`config.mk`:
```
export PLATFORM = sky130hd
export DESIGN_NAME = epp_cycle_ctrl
export DESIGN_NICKNAME = d
export VERILOG_FILES = /design/src/rtl/epp_pkg.sv /design/src/rtl/epp_sync.sv /design/src/rtl/epp_wait_timer.sv /design/src/rtl/epp_cycle_fsm.sv /design/src/rtl/epp_cycle_ctrl.sv
export SDC_FILE = /design/constraint.sdc
export NUM_CORES = 1
export LEC_CHECK = 0
export BUFFER_PORTS_ARGS = -buffer_cell sky130_fd_sc_hd__buf_2
export CAP_MARGIN = 20
export CELL_PAD_IN_SITES_DETAIL_PLACEMENT = 1
export CELL_PAD_IN_SITES_GLOBAL_PLACEMENT = 2
export CORE_MARGIN = 3
export CORE_UTILIZATION = 35
export CTS_BUF_LIST = sky130_fd_sc_hd__clkbuf_16
export DETAILED_ROUTE_END_ITERATION = 6
export GPL_TIMING_DRIVEN = 0
export HOLD_SLACK_MARGIN = 0.06
export MAX_ROUTING_LAYER = met4
export PLACE_DENSITY = 0.93
export SLEW_MARGIN = 10
export SYNTH_ARGS = -nofsm -noshare
export SYNTH_HDL_FRONTEND = slang
export SYNTH_SLANG_ARGS = --single-unit
```
`constraint.sdc`:
```
create_clock -name clk -period 8.3 [get_ports clk]
set_input_delay 0.415 -clock clk [delete_from_list [all_inputs] [get_ports clk]]
set_output_delay 0.415 -clock clk [all_outputs]
set_load 0.005 [all_outputs]
```
`src/rtl/epp_pkg.sv`:
```
package epp_pkg;
  localparam int EPP_DATA_W = 8;
  localparam int EPP_TMO_W  = 16;

  typedef enum logic [1:0] {
    ST_IDLE    = 2'd0,
    ST_SETUP   = 2'd1,
    ST_STROBE  = 2'd2,
    ST_RECOVER = 2'd3
  } epp_state_e;
endpackage

```
`src/rtl/epp_sync.sv`:
```
module epp_sync #(
  parameter int              WIDTH   = 1,
  parameter int              STAGES  = 2,
  parameter logic [WIDTH-1:0] RST_VAL = '0
) (
  input  logic             clk,
  input  logic             rst_n,
  input  logic [WIDTH-1:0] d,
  output logic [WIDTH-1:0] q
);
  logic [STAGES-1:0][WIDTH-1:0] chain_q;

  for (genvar s = 0; s < STAGES; s++) begin : g_stage
    if (s == 0) begin : g_first
      always_ff @(posedge clk or negedge rst_n) begin
        if (!rst_n) chain_q[s] <= RST_VAL;
        else        chain_q[s] <= d;
      end
    end else begin : g_next
      always_ff @(posedge clk or negedge rst_n) begin
        if (!rst_n) chain_q[s] <= RST_VAL;
        else        chain_q[s] <= chain_q[s-1];
      end
    end
  end

  assign q = chain_q[STAGES-1];
endmodule

```
`src/rtl/epp_wait_timer.sv`:
```
module epp_wait_timer #(
  parameter int TMO_W = 16
) (
  input  logic             clk,
  input  logic             rst_n,
  input  logic             run,
  input  logic [TMO_W-1:0] limit,
  output logic             min_ok,
  output logic             expire
);
  localparam int CW = TMO_W + 1;

  logic [TMO_W-1:0] cnt_q;
  logic [CW-1:0]    elapsed;

  always_ff @(posedge clk or negedge rst_n) begin
    if (!rst_n)              cnt_q <= '0;
    else if (!run)           cnt_q <= '0;
    else if (cnt_q != '1)    cnt_q <= cnt_q + 1'b1;
  end

  assign elapsed = {1'b0, cnt_q} + CW'(1);
  assign min_ok  = run && (cnt_q != '0);
  assign expire  = min_ok && (elapsed >= {1'b0, limit});

  AST_EXPIRE_ENDS: assert property (@(posedge clk) disable iff (!rst_n)
    expire |=> !run);
endmodule

```
`src/rtl/epp_cycle_fsm.sv`:
```
module epp_cycle_fsm
  import epp_pkg::*;
#(
  parameter int DATA_W = 8
) (
  input  logic              clk,
  input  logic              rst_n,
  input  logic              req_valid,
  output logic              req_ready,
  input  logic              req_is_addr,
  input  logic              req_is_read,
  input  logic [DATA_W-1:0] req_wdata,
  output logic              rsp_valid,
  input  logic              rsp_ready,
  output logic [DATA_W-1:0] rsp_rdata,
  output logic              rsp_timeout,
  input  logic              wait_hi,
  input  logic              min_ok,
  input  logic              expire,
  output logic              strobe_run,
  output logic              tmo_hit,
  output logic [DATA_W-1:0] pd_out,
  output logic              pd_oe,
  input  logic [DATA_W-1:0] pd_in,
  output logic              n_write,
  output logic              n_dstb,
  output logic              n_astb
);
  epp_state_e state_q;
  logic       cyc_addr_q;
  logic       cyc_read_q;
  logic       ack_ok;
  logic       finish;
  logic       stb_act;

  assign ack_ok     = wait_hi && min_ok;
  assign finish     = (state_q == ST_STROBE) && (ack_ok || expire);
  assign tmo_hit    = finish && !ack_ok;
  assign strobe_run = (state_q == ST_STROBE);
  assign req_ready  = (state_q == ST_IDLE);
  assign stb_act    = !n_astb || !n_dstb;

  always_ff @(posedge clk or negedge rst_n) begin
    if (!rst_n) begin
      state_q     <= ST_IDLE;
      cyc_addr_q  <= 1'b0;
      cyc_read_q  <= 1'b0;
      pd_out      <= '0;
      pd_oe       <= 1'b0;
      n_write     <= 1'b1;
      n_dstb      <= 1'b1;
      n_astb      <= 1'b1;
      rsp_valid   <= 1'b0;
      rsp_rdata   <= '0;
      rsp_timeout <= 1'b0;
    end else begin
      case (state_q)
        ST_IDLE: begin
          if (req_valid) begin
            cyc_addr_q <= req_is_addr;
            cyc_read_q <= req_is_read;
            n_write    <= req_is_read;
            pd_oe      <= !req_is_read;
            if (!req_is_read) pd_out <= req_wdata;
            state_q    <= ST_SETUP;
          end
        end
        ST_SETUP: begin
          if (cyc_addr_q) n_astb <= 1'b0;
          else            n_dstb <= 1'b0;
          state_q <= ST_STROBE;
        end
        ST_STROBE: begin
          if (finish) begin
            n_astb      <= 1'b1;
            n_dstb      <= 1'b1;
            rsp_valid   <= 1'b1;
            rsp_timeout <= !ack_ok;
            rsp_rdata   <= cyc_read_q ? pd_in : '0;
            state_q     <= ST_RECOVER;
          end
        end
        ST_RECOVER: begin
          if (rsp_ready) begin
            rsp_valid <= 1'b0;
            state_q   <= ST_IDLE;
          end
        end
        default: state_q <= ST_IDLE;
      endcase
    end
  end

  AST_ONE_STROBE: assert property (@(posedge clk) disable iff (!rst_n)
    !(!n_astb && !n_dstb));
  AST_MIN_STROBE: assert property (@(posedge clk) disable iff (!rst_n)
    $rose(stb_act) |=> stb_act);
  AST_DIR_STABLE: assert property (@(posedge clk) disable iff (!rst_n)
    stb_act |-> ($stable(n_write) && $stable(pd_oe) && $stable(pd_out)));
  AST_RSP_HOLD: assert property (@(posedge clk) disable iff (!rst_n)
    (rsp_valid && !rsp_ready) |=> (rsp_valid && $stable(rsp_rdata) && $stable(rsp_timeout)));
  AST_BUSY_NO_READY: assert property (@(posedge clk) disable iff (!rst_n)
    (stb_act || rsp_valid) |-> !req_ready);
endmodule

```
`src/rtl/epp_cycle_ctrl.sv`:
```
module epp_cycle_ctrl
  import epp_pkg::*;
#(
  parameter int DATA_W      = EPP_DATA_W,
  parameter int TMO_W       = EPP_TMO_W,
  parameter int SYNC_STAGES = 2
) (
  input  logic              clk,
  input  logic              rst_n,
  input  logic              req_valid,
  output logic              req_ready,
  input  logic              req_is_addr,
  input  logic              req_is_read,
  input  logic [DATA_W-1:0] req_wdata,
  output logic              rsp_valid,
  input  logic              rsp_ready,
  output logic [DATA_W-1:0] rsp_rdata,
  output logic              rsp_timeout,
  input  logic [TMO_W-1:0]  tmo_limit,
  output logic              tmo_flag,
  input  logic              tmo_clr,
  input  logic              port_rst,
  output logic [DATA_W-1:0] pd_out,
  output logic              pd_oe,
  input  logic [DATA_W-1:0] pd_in,
  output logic              n_write,
  output logic              n_dstb,
  output logic              n_astb,
  output logic              n_rst,
  input  logic              n_wait,
  input  logic              intr_in,
  output logic              intr_out,
  output logic              intr_rise
);
  localparam int SYNC_W = 2;

  logic [SYNC_W-1:0] sync_d;
  logic [SYNC_W-1:0] sync_q;
  logic              wait_hi;
  logic              intr_prev_q;
  logic              strobe_run;
  logic              min_ok;
  logic              expire;
  logic              tmo_hit;

  assign sync_d = {intr_in, n_wait};

  epp_sync #(
    .WIDTH  (SYNC_W),
    .STAGES (SYNC_STAGES),
    .RST_VAL('0)
  ) u_sync (
    .clk  (clk),
    .rst_n(rst_n),
    .d    (sync_d),
    .q    (sync_q)
  );

  assign wait_hi  = sync_q[0];
  assign intr_out = sync_q[1];

  always_ff @(posedge clk or negedge rst_n) begin
    if (!rst_n) intr_prev_q <= 1'b0;
    else        intr_prev_q <= intr_out;
  end

  assign intr_rise = intr_out && !intr_prev_q;

  epp_wait_timer #(
    .TMO_W(TMO_W)
  ) u_timer (
    .clk   (clk),
    .rst_n (rst_n),
    .run   (strobe_run),
    .limit (tmo_limit),
    .min_ok(min_ok),
    .expire(expire)
  );

  epp_cycle_fsm #(
    .DATA_W(DATA_W)
  ) u_fsm (
    .clk        (clk),
    .rst_n      (rst_n),
    .req_valid  (req_valid),
    .req_ready  (req_ready),
    .req_is_addr(req_is_addr),
    .req_is_read(req_is_read),
    .req_wdata  (req_wdata),
    .rsp_valid  (rsp_valid),
    .rsp_ready  (rsp_ready),
    .rsp_rdata  (rsp_rdata),
    .rsp_timeout(rsp_timeout),
    .wait_hi    (wait_hi),
    .min_ok     (min_ok),
    .expire     (expire),
    .strobe_run (strobe_run),
    .tmo_hit    (tmo_hit),
    .pd_out     (pd_out),
    .pd_oe      (pd_oe),
    .pd_in      (pd_in),
    .n_write    (n_write),
    .n_dstb     (n_dstb),
    .n_astb     (n_astb)
  );

  always_ff @(posedge clk or negedge rst_n) begin
    if (!rst_n)       tmo_flag <= 1'b0;
    else if (tmo_hit) tmo_flag <= 1'b1;
    else if (tmo_clr) tmo_flag <= 1'b0;
  end

  always_ff @(posedge clk or negedge rst_n) begin
    if (!rst_n) n_rst <= 1'b1;
    else        n_rst <= !port_rst;
  end

  AST_TMO_STICKY: assert property (@(posedge clk) disable iff (!rst_n)
    (tmo_flag && !tmo_clr) |=> tmo_flag);
  AST_TMO_SETS: assert property (@(posedge clk) disable iff (!rst_n)
    (rsp_valid && rsp_timeout && !$past(rsp_valid)) |-> tmo_flag);
  AST_INTR_PULSE: assert property (@(posedge clk) disable iff (!rst_n)
    intr_rise |=> !intr_rise);
endmodule

```
==> summary.txt, run 1 <==
status - finished, final reports clean
CTS H-tree depth - 2
internal power - 0.578 mW
TritonCTS buffer count - 5
DP HPWL - 4860 um
# nets final - 413
Main synth FF type - dfrtp_1
Reg clk slew, reported paths - 60 ps
combinational power share - 0.342
first-pass GRT wire length - 10,400 um
pin count of the biggest net entering global routing - 50
Sw Share - 0.326
ys async rst share - 1.00
Core Util, Final - 0.456
share of post-route cells with drive strength above 1 - 0.269
Sw Pwr - 0.279 mW
Post-Route WL - 6160 um
Initial Util - 0.367
cts hold-fix bufs - 0
num rows - 31
ratio of final minimum period to clock period - 0.428
Cell Pwr Density - 255 nW/um2
setup tns final - 0 ps
EDFF count, synth - 0
number of distinct library cells after synthesis - 43
1st-iter DRT viols - 62
Longest Clk Path Bufs - 2
CTS Root Buffer Type - clkbuf_16
Total GRT Usage - 0.150
clk_skew - 7.32 ps
worst rel slew slack - 0.602
Leak - 1.85 nW
ant diodes - 0
clock latency on the worst-skew pair - 280 ps
sequential area share after synthesis - 0.456
TritonRoute pass-1 iters - 4
die height - 93.9 um
reg-to-reg setup timing slack - 4750 ps
die width - 93.9 um
# port buffers - 68
Hold Path Class - in -> reg
# IOs - 69
core area - 7370 um2
Slew Viols, Final - 0
synth warn - 0
Vias/cell - 4.84
Mapped Nets - 336
Max Fanout on Critical Path - 10
synthesized area per cell - 9.94 um2
WP data arrival - 3700 ps
Antenna Violating Nets Remaining - 0
unrepaired setup endpoints after global routing - no
Final Critical Period - 3550 ps
clock share of power - 0.258
vias in the first global route - 2,235
Power Total - 0.858 mW
drc violations - 0
GR Overflow Total - 0
CTS tree - built
fin cells - 449
gpl congestion - 0.804
Data required, critical path - 8450 ps
CP Launch Type - flop
initial antenna violation count - 0
placed cell count - 439
count of state elements after synthesis - 49
DR vias - 2,173
Hold Vio Cnt, Final - 0
Die ar. - 8810 um2
cells after synthesis - 272
final setup vio count - 0
max_cap viols - 0
critical path class - reg -> reg
Layout area overhead - 24.3%
Num Clock Sinks - 49
CP Capture Type - flop
Slew @ Worst Pin - 594 ps
# Post-CTS Setup Buffers - 0
synthesized area - 2700 um2
Max Fclk - 282 MHz
Max VDD drop - 0.000135 V
Seq pwr share - 0.400
drt wl/cell - 13.7 um
cts repair resizes - 0
[critical path: stages, from the launching register on]
cell and delay [ps]:
dfrtp_1 470, ha_1 300, and4_1 160, buf_4 150, and2_1 140, xnor2_1 220, inv_1 90, ha_1 290
a21o_1 160, a211oi_1 230, o21ai_0 160, a31oi_1 490, and2_1 230, buf_2 230, o22ai_1 100
[power by group through the flow]
| stage | sequential [mW] | combinational (mW) | clock, mW |
|---|---|---|---|
| CTS | 0.345 | 0.296 | 0.230 |
| finish | 0.343 | 0.293 | 0.221 |
| global placement | 0.345 | 0.284 | 0 |
| global route | 0.352 | 0.331 | 0.238 |
| detailed placement | 0.349 | 0.295 | 0 |
| floorplan | 0.347 | 0.176 | 0 |
[stage by stage]
stage | worst slack, ps | hold WS, ps | area, um2
floorplan | 5240 | 119 | 2700
global placement | 4790 | 334 | 3170
detailed placement | 4720 | 336 | 3170
CTS | 4720 | 231 | 3330
global route | 4410 | 233 | 3360
finish | 4750 | 238 | 3360
[kinds of logic after synthesis]
logic type | share of synthesized area
xor+xnor | 0.0486
simple gates | 0.140
compound gates | 0.130
buf+inv | 0.0824
mux | 0.0417
flops | 0.456
fa+ha+maj | 0.102
[synthesized netlist by cell type (6+ instances only)]
master / count / area share
a21oi_1: 18 / 0.033
and3_1: 7 / 0.016
clkbuf_1: 8 / 0.011
dfrtp_1: 45 / 0.42
ha_1: 22 / 0.10
inv_1: 48 / 0.067
mux2_2: 9 / 0.038
nand2_1: 12 / 0.017
nand3_1: 11 / 0.020
nand4_1: 11 / 0.025
o21ai_0: 6 / 0.011
o22ai_1: 8 / 0.019
xnor2_1: 9 / 0.029
xor2_1: 6 / 0.019
[per-layer routing]
metal / global-route usage / wire (um)
met1: 0.196 / 2940
met2: 0.245 / 2940
met3: 0.0296 / 266
met4: 0.0289 / 14
met5: - / 0
[worst paths after layout]
| check | start | to | cells past startpoint |
|---|---|---|---|
| max | u_timer.cnt_q[0] | u_fsm.rsp_rdata[3] | 14 |
| min | intr_in | u_sync.chain_q[1] | 1 |
| max reg2reg | u_timer.cnt_q[0] | u_fsm.rsp_rdata[3] | 14 |
| min reg2reg | u_sync.chain_q[1] | u_sync.q[1] | 0 |
| max in group asynchronous | rst_n | n_rst | 3 |
| min in group asynchronous | rst_n | u_fsm.pd_oe | 2 |
[layout make-up]
| cell class | count | area (um2) |
|---|---|---|
| multi-input cells | 165 | 1250 |
| inverters | 48 | 180 |
| fillers | 879 | 4010 |
| flip-flops and latches | 49 | 1230 |
| clock buffers | 5 | 125 |
| well taps | 99 | 124 |
| plain buffers | 10 | 42.5 |
| clock inverters | 3 | 37.5 |
| repair buffers | 70 | 370 |
[state kept, by name (all words and copies together) (netlist names), 2 cells and up]
register / cells
u_timer.cnt_q: 16
u_sync.chain_q: 2
u_fsm.state_q: 2
u_sync.q: 2
u_fsm.pd_out: 8
u_fsm.rsp_rdata: 8
[layout by cell type (no fill, tap or decap), types with 2 or more instances in the layout]
cell	instances
a21o_1	5
nand3_1	11
o21ai_1	2
clkbuf_16	5
and4_1	5
clkbuf_1	8
dfrtp_1	45
dfstp_2	4
nor4_1	3
and3_1	7
and2_1	4
nor2b_1	2
nand4_1	11
xor2_1	6
inv_1	49
buf_2	69
a31oi_1	2
o21ai_0	6
nor2_1	5
ha_1	22
mux2_2	9
o22ai_1	8
xnor2_1	9
a21oi_1	18
nand2_1	12
Note: power is estimated with default switching activity, not from simulation.
==> run 2: changes to the inputs <==
--- a/config.mk
+++ b/config.mk
@@ -5,18 +5,19 @@
 export SDC_FILE = /design/constraint.sdc
 export NUM_CORES = 1
 export LEC_CHECK = 0
+export ABC_AREA = 1
 export BUFFER_PORTS_ARGS = -buffer_cell sky130_fd_sc_hd__buf_2
 export CAP_MARGIN = 20
 export CELL_PAD_IN_SITES_DETAIL_PLACEMENT = 1
 export CELL_PAD_IN_SITES_GLOBAL_PLACEMENT = 2
 export CORE_MARGIN = 3
-export CORE_UTILIZATION = 35
+export CORE_UTILIZATION = 30
 export CTS_BUF_LIST = sky130_fd_sc_hd__clkbuf_16
 export DETAILED_ROUTE_END_ITERATION = 6
 export GPL_TIMING_DRIVEN = 0
 export HOLD_SLACK_MARGIN = 0.06
 export MAX_ROUTING_LAYER = met4
-export PLACE_DENSITY = 0.93
+export PLACE_DENSITY = 0.88
 export SLEW_MARGIN = 10
 export SYNTH_ARGS = -nofsm -noshare
 export SYNTH_HDL_FRONTEND = slang
==> constraint.sdc (replaced) <==
create_clock -name clk -period 3.7 [get_ports clk]
set_input_delay 0.185 -clock clk [delete_from_list [all_inputs] [get_ports clk]]
set_output_delay 0.185 -clock clk [all_outputs]
set_load 0.005 [all_outputs]
==> run 2 against run 1 <==
Net effect:
- fmax rose by 16%
- via count rose by 13%
- die area increased by 18%
- synthesized cell count increased by 31%
- cell area increased by 3.6%
- worst hold slack lost 160 ps
- routed wire length is 7.6% higher
- core utilization down 6.1 points
- sequential cell count unchanged
- clock-buffer cell count is the same
- clock skew down 2.0 ps
- highest routed layer unchanged
==> summary.txt, run 2 <==
vias in the first global route - 2,597 (+16%)
post-synthesis mux area share - 0 (-0.0417)
ranking of synthesized cells by area - dfrtp_1 (41%), nand2_1 (16%), ha_1 (10%)
Layout area overhead - 26.5%
unrepaired setup endpoints after global routing - no
worst rel slew slack - 0.645 (+0.0432)
Max VDD drop - 0.000243 V (+80%)
Reg clk slew, reported paths - 70 ps (about the same)
1st-iter DRT viols - 52 (-16%)
cells after synthesis - 355 (+31%)
Longest Clk Path Bufs - 2 (unchanged)
highest-count cells in the layout ignoring fill and taps - nand2_1 (117), buf_2 (69), inv_1 (59), dfrtp_1 (45), nor2_1 (24)
crit path cell chain - inv_1, nor3_2, nand4_1, nor2_1, nand3_1, xor2_1, ha_1, or2_2, a21oi_1, nand3_1, nor2_1, nand2_1, nand2_1, clkbuf_1, o21ai_0
CTS tree - built
min-delay src - tmo_clr
combinational power share - 0.305 (-0.037)
TritonCTS buffer count - 5 (unchanged)
Sw Pwr - 0.636 mW (+130%)
Post-Route WL - 6620 um (+7.6%)
clock share of power - 0.302 (+0.044)
Core Util, Final - 0.395 (-0.0606)
Post-Synth XOR/XNOR Area - 0.0255 (-0.0231)
# port buffers - 68 (unchanged)
Vias/cell - 4.49 (-7.1%)
die width - 102 um (+8.4%)
Die ar. - 10,400 um2 (+18%)
Mapped Nets - 419 (+25%)
Num Clock Sinks - 49 (unchanged)
drc violations - 0 (unchanged)
initial antenna violation count - 0 (unchanged)
Hold Path Class - in -> reg
Data required, critical path - 3860 ps (-4590 ps)
Hold Vio Cnt, Final - 0 (unchanged)
Slew @ Worst Pin - 532 ps (-62.1 ps)
Yosys top cell by area - dfrtp_1
clk_skew - 5.30 ps (-2.02 ps)
CTS Root Buffer Type - clkbuf_16
die height - 102 um (+8.4%)
# Post-CTS Setup Buffers - 0 (unchanged)
clock latency on the worst-skew pair - 290 ps (about the same)
reg2reg start - u_timer.cnt_q[0]
DP HPWL - 5400 um (+11%)
R2R depth - 15 (+1)
synthesized area - 2750 um2 (+1.8%)
Total GRT Usage - 0.142 (-0.00854)
commonest cells in the netlist - nand2_1 (117), inv_1 (59), dfrtp_1 (45)
num rows - 34 (+9.7%)
Slew Viols, Final - 0 (unchanged)
worst-path cell with the longest stage delay - dfrtp_1
commonest non-fill, non-tap cell in the layout - nand2_1
Main synth FF type - dfrtp_1
setup tns final - 0 ps (unchanged)
Largest register FFs - 16 (unchanged)
reg-to-reg setup timing slack - 650 ps (-4100 ps)
max_cap viols - 0 (unchanged)
# fillers - 1,096 (+25%)
count of state elements after synthesis - 49 (unchanged)
worst r2r dst - u_fsm.rsp_rdata[2]
placed cell count - 532 (+21%)
Sw Share - 0.323 (-0.00243)
first-pass GRT wire length - 11,600 um (+12%)
CP Launch Type - flop
CTS H-tree depth - 2 (unchanged)
ant diodes - 0 (unchanged)
Hold Path Stages - 2 (+1)
internal power - 1.33 mW (+130%)
number of distinct library cells after synthesis - 31 (-28%)
Leak - 1.98 nW (+7.3%)
Post-Synth Adder-Cell Area - 0.100 (-0.00181)
Seq pwr share - 0.393 (-0.007)
share of post-route cells with drive strength above 1 - 0.216 (-0.0530)
status - finished, final reports clean
Synth Area in Compound Gates - 0.0568 (-0.0732)
gpl congestion - 0.835 (+3.8%)
Power Total - 1.97 mW (+130%)
drt wl/cell - 12.2 um (-11%)
Yosys top cell area share - 0.409 (-0.00739)
largest family of logic cells by synthesized area - simple AND/OR/NAND/NOR gates
DR vias - 2,445 (+13%)
Cell Pwr Density - 565 nW/um2 (+120%)
TritonRoute pass-1 iters - 4 (unchanged)
WP data arrival - 3210 ps (-490 ps)
ys async rst share - 1.00 (unchanged)
register with the most flip-flops - u_timer.cnt_q
# nets final - 499 (+21%)
GR Overflow Total - 0 (unchanged)
biggest registers after layout - u_timer.cnt_q: 16 flops, u_fsm.pd_out: 8 flops, u_fsm.rsp_rdata: 8 flops
Max Fanout on Critical Path - 10 (unchanged)
sequential area share after synthesis - 0.447 (-0.00808)
ratio of final minimum period to clock period - 0.825 (+0.397)
Worst Hold Path EP - tmo_flag
# IOs - 69 (unchanged)
synth warn - 0 (unchanged)
simple-gate share of the synthesized area - 0.273 (+0.133)
fin cells - 544 (+21%)
Max Fclk - 328 MHz (+16%)
pin count of the biggest net entering global routing - 29 (-42%)
CP Capture Type - flop
crit-path max cell delay - 390 ps (-100 ps)
synthesized area per cell - 7.75 um2 (-22%)
Antenna Violating Nets Remaining - 0 (unchanged)
critical path class - reg -> reg
Final Critical Period - 3050 ps (-499 ps)
core area - 8810 um2 (+19%)
EDFF count, synth - 0 (unchanged)
most frequent cell after synthesis - nand2_1
Initial Util - 0.312 (-0.0543)
final setup vio count - 0 (unchanged)
run 2: logic make-up (layout without fill, tap and decap cells):
| family | Yosys count | in the layout |
|---|---|---|
| buffers and inverters | 69 | 150 |
| AO/OA/AOI/OAI | 30 | 30 |
| AND/OR/NAND/NOR | 177 | 177 |
| adder cells (fa/ha/maj) | 22 | 22 |
| flip-flops | 49 | 49 |
| XOR/XNOR | 8 | 8 |
run 2: power by group through the flow:
| stage | combinational (mW) | clock [mW] | sequential [mW] |
|---|---|---|---|
| floorplan | 0.345 | 0 | 0.780 |
| global placement | 0.593 | 0 | 0.777 |
| detailed placement | 0.614 | 0 | 0.781 |
| CTS | 0.621 | 0.614 | 0.775 |
| global route | 0.714 | 0.638 | 0.791 |
| finish | 0.600 | 0.594 | 0.771 |
run 2: repair_timing:
item                      CTS  global route
hold endpoints to repair   21             0
hold buffers                4             0
resized for setup           0             0
run 2: layout make-up:
cell class              count  area, um2  area share
repair buffers             73        400       0.115
well taps                 108        135      0.0388
clock inverters             3       68.8      0.0198
multi-input cells         237       1250       0.360
flip-flops and latches     49       1230       0.354
clock buffers               5        125      0.0359
inverters                  62        233      0.0669
plain buffers               7       35.0      0.0101
run 2: layer usage:
layer	GRT usage	share of wire	up-vias
met3	0.0296	0.041	7
li1	-	-	1252
met1	0.181	0.46	1141
met2	0.235	0.49	45
met4	0.0245	0.0077	0
met5	-	0	-
run 2: through the flow:
step           area, um2  hold slack [ps]  worst slack, ps
2_1_floorplan       2750             -111             1200
3_3_place_gp        3230              296              626
3_5_place_dp        3250              199              612
4_1_cts             3480             74.1              583
5_1_grt             3480             77.5              124
6_report            3480             77.4              647
run 2: how the worst max path moves through the flow:
stage | start | end | slack [ps]
2_1_floorplan | u_timer.cnt_q[0] | u_fsm.rsp_rdata[0] | 1200
3_3_place_gp | u_timer.cnt_q[0] | u_fsm.rsp_rdata[6] | 630
3_5_place_dp | u_timer.cnt_q[0] | u_fsm.rsp_rdata[2] | 610
4_1_cts | u_timer.cnt_q[0] | u_fsm.rsp_rdata[2] | 580
5_1_grt | u_timer.cnt_q[0] | u_fsm.rsp_rdata[7] | 120
6_report | u_timer.cnt_q[0] | u_fsm.rsp_rdata[2] | 650
run 2: critical path, delay by kind of cell (launching register included):
| kind | cells | cell delay [ps] |
|---|---|---|
| DFF | 1 | 390 |
| and+or+nand+nor | 9 | 1440 |
| AOI/OAI and AO/OA | 2 | 260 |
| buffers and inverters | 2 | 440 |
| adders and majority gates | 1 | 180 |
| xor gates and xnor gates | 1 | 190 |
==> run 3: changes to the inputs <==
--- a/config.mk
+++ b/config.mk
@@ -11,13 +11,13 @@
 export CELL_PAD_IN_SITES_DETAIL_PLACEMENT = 1
 export CELL_PAD_IN_SITES_GLOBAL_PLACEMENT = 2
 export CORE_MARGIN = 3
-export CORE_UTILIZATION = 30
+export CORE_UTILIZATION = 27
 export CTS_BUF_LIST = sky130_fd_sc_hd__clkbuf_16
 export DETAILED_ROUTE_END_ITERATION = 6
 export GPL_TIMING_DRIVEN = 0
 export HOLD_SLACK_MARGIN = 0.06
 export MAX_ROUTING_LAYER = met4
-export PLACE_DENSITY = 0.88
+export PLACE_DENSITY = 0.84
 export SLEW_MARGIN = 10
 export SYNTH_ARGS = -nofsm -noshare
 export SYNTH_HDL_FRONTEND = slang
==> constraint.sdc (replaced) <==
create_clock -name clk -period 2.6 [get_ports clk]
set_input_delay 0.13 -clock clk [delete_from_list [all_inputs] [get_ports clk]]
set_output_delay 0.13 -clock clk [all_outputs]
set_load 0.005 [all_outputs]
==> run 3 against run 2 <==
Net effect:
- routed wire length increased by 18%
- sequential power increased by 44%
- cell count increased by 9.7%
- critical path depth increased by 3
- clock power increased by 30%
- cell area increased by 16%
- worst hold slack improved by 2.6 ps
- register-to-register slack got worse by 850 ps
- via count increased by 7.5%
- the run now ends with setup timing left
==> summary.txt, run 3 (same netlist as run 2, synthesis figures left out) <==
CP Launch Type - flop
Hold Vio Cnt, Final - 0 (unchanged)
Hold Path Class - in -> reg
CTS H-tree depth - 2 (unchanged)
die height - 107 um (+5.1%)
num rows - 36 (+5.9%)
# nets final - 527 (+5.6%)
Slew @ Worst Pin - 547 ps (+14.7 ps)
die width - 107 um (+5.1%)
Slew Viols, Final - 0 (unchanged)
clk_skew - 7.34 ps (+2.04 ps)
drt wl/cell - 13.1 um (+7.3%)
DP HPWL - 5640 um (+4.5%)
reg-to-reg setup timing slack - -200 ps (-850 ps)
Antenna Violating Nets Remaining - 0 (unchanged)
Worst Hold Path EP - u_fsm.rsp_rdata[0]
initial antenna violation count - 0 (unchanged)
Max Fclk - 357 MHz (+8.9%)
Max VDD drop - 0.000470 V (+93%)
Total GRT Usage - 0.141 (-0.000407)
status - complete, but fails checks
commonest non-fill, non-tap cell in the layout - nand2_1
GR Overflow Total - 0 (unchanged)
Cell Pwr Density - 735 nW/um2 (+30%)
ratio of final minimum period to clock period - 1.08 (+0.254)
# IOs - 69 (unchanged)
worst r2r dst - u_fsm.state_q[1]
Hold Path Stages - 3 (+1)
highest-count cells in the layout ignoring fill and taps - nand2_1 (101), buf_2 (69), inv_1 (54), dfrtp_1 (45), ha_1 (17)
reg2reg start - u_timer.cnt_q[0]
vias in the first global route - 2,752 (+6.0%)
placed cell count - 557 (+4.7%)
pin count of the biggest net entering global routing - 30 (+3.4%)
Max Fanout on Critical Path - 5 (-5)
Num Clock Sinks - 49 (unchanged)
Reg clk slew, reported paths - 70 ps (about the same)
ant diodes - 0 (unchanged)
Post-Route WL - 7800 um (+18%)
setup ws final - -204 ps (-852 ps)
WP data arrival - 2990 ps (-220 ps)
core area - 9820 um2 (+12%)
Min Hold Slack - 79.9 ps (+2.58 ps)
max_cap viols - 0 (unchanged)
R2R depth - 18 (+3)
critical path class - reg -> reg
final setup vio count - 15 (+15)
biggest registers after layout - u_timer.cnt_q: 16 flops, u_fsm.pd_out: 8 flops, u_fsm.rsp_rdata: 8 flops
Initial Util - 0.280 (-0.0322)
first-pass GRT wire length - 12,600 um (+9.2%)
share of post-route cells with drive strength above 1 - 0.356 (+0.140)
CP Capture Type - flop
Die ar. - 11,400 um2 (+10%)
min-delay src - pd_in[0]
register with the most flip-flops - u_timer.cnt_q
Vias/cell - 4.40 (-2.1%)
Leak - 2.15 nW (+8.8%)
worst rel slew slack - 0.635 (-0.00981)
CTS tree - built
Multi-input gate area - 1530 um2 (+22%)
Largest register FFs - 16 (unchanged)
unrepaired setup endpoints after global routing - yes
# port buffers - 68 (unchanged)
Finished Cell Area - 4020 um2 (+16%)
1st-iter DRT viols - 55 (+5.8%)
Setup WS pre-CTS - -536 ps (-1150 ps)
Longest Clk Path Bufs - 2 (unchanged)
fin cells - 597 (+9.7%)
Layout area overhead - 46.2%
Final Critical Period - 2800 ps (-248 ps)
TritonRoute pass-1 iters - 4 (unchanged)
TritonCTS buffer count - 5 (unchanged)
register area - 1230 um2 (unchanged)
# fillers - 1,225 (+12%)
clock latency on the worst-skew pair - 290 ps (about the same)
DR vias - 2,628 (+7.5%)
gpl congestion - 0.884 (+5.9%)
Data required, critical path - 2780 ps (-1080 ps)
setup tns final - -2490 ps (-2490 ps)
CTS Root Buffer Type - clkbuf_16
drc violations - 0 (unchanged)
Placed Area - 3280 um2 (+0.96%)
failing checks - setup timing
-- run 3: how the worst max path moves through the flow --
stage                           startpoint  slack [ps]                 end
after floorplan           u_timer.cnt_q[0]         100  u_fsm.rsp_rdata[0]
after global routing      u_timer.cnt_q[0]        -430    u_fsm.state_q[1]
after global placement    u_timer.cnt_q[0]        -470  u_fsm.rsp_rdata[7]
after detailed placement  u_timer.cnt_q[0]        -540  u_fsm.rsp_rdata[1]
after CTS                 u_timer.cnt_q[1]        -150        u_fsm.n_astb
final                     u_timer.cnt_q[0]        -200    u_fsm.state_q[1]
-- run 3: routing by layer --
metal  track usage  vias to the layer above  share of wire
met1         0.171                     1267           0.43
li1              -                     1306              -
met3        0.0301                        7          0.041
met2         0.236                       48           0.52
met5             -                        -              0
met4        0.0447                        0         0.0090
-- run 3: worst max-delay path, stage by stage, from the launching register on --
cell and delay [ps]:
dfrtp_1 400, inv_2 80, nor3_4 200, nand4_1 190, nor2_4 220, nand3_2 130
xor2_2 210, ha_4 290, inv_2 40, nor2_4 100, and3_4 200, nand2_2 60
nand2_2 90, nand2_2 60, buf_6 150, nand2_8 80, nand3_4 70, nand2_2 70
nand2_2 60
-- run 3: final cells by class --
cell class / instances / share of cell area
clock inverters: 3 / 0.0118
flip-flops and latches: 49 / 0.306
repair buffers: 101 / 0.161
well taps: 133 / 0.0414
multi-input cells: 237 / 0.381
inverters: 62 / 0.0579
clock buffers: 5 / 0.0311
plain buffers: 7 / 0.00965
-- run 3: repair_timing --
action / CTS / global route
pin swaps: 15 / 25
hold buffers: 14 / 0
setup buffers: 14 / 5
endpoints found under the hold margin: 31 / 0
gates resized for setup: 38 / 39
setup endpoints to repair: 15 / 15
-- run 3: power by group --
part	switching (mW)	leakage [nW]	internal, mW	total, mW
clock	0.311	0.0848	0.461	0.773
sequential	0.128	0.627	0.980	1.11
combinational	0.608	1.44	0.466	1.07
-- run 3: per-stage QoR --
| step | power, mW | util |
|---|---|---|
| floorplan | 1.60 | - |
| global placement | 1.95 | 0.332 |
| detailed placement | 2.01 | 0.334 |
| CTS | 2.90 | 0.389 |
| global route | 3.20 | 0.410 |
| finish | 2.95 | 0.410 |
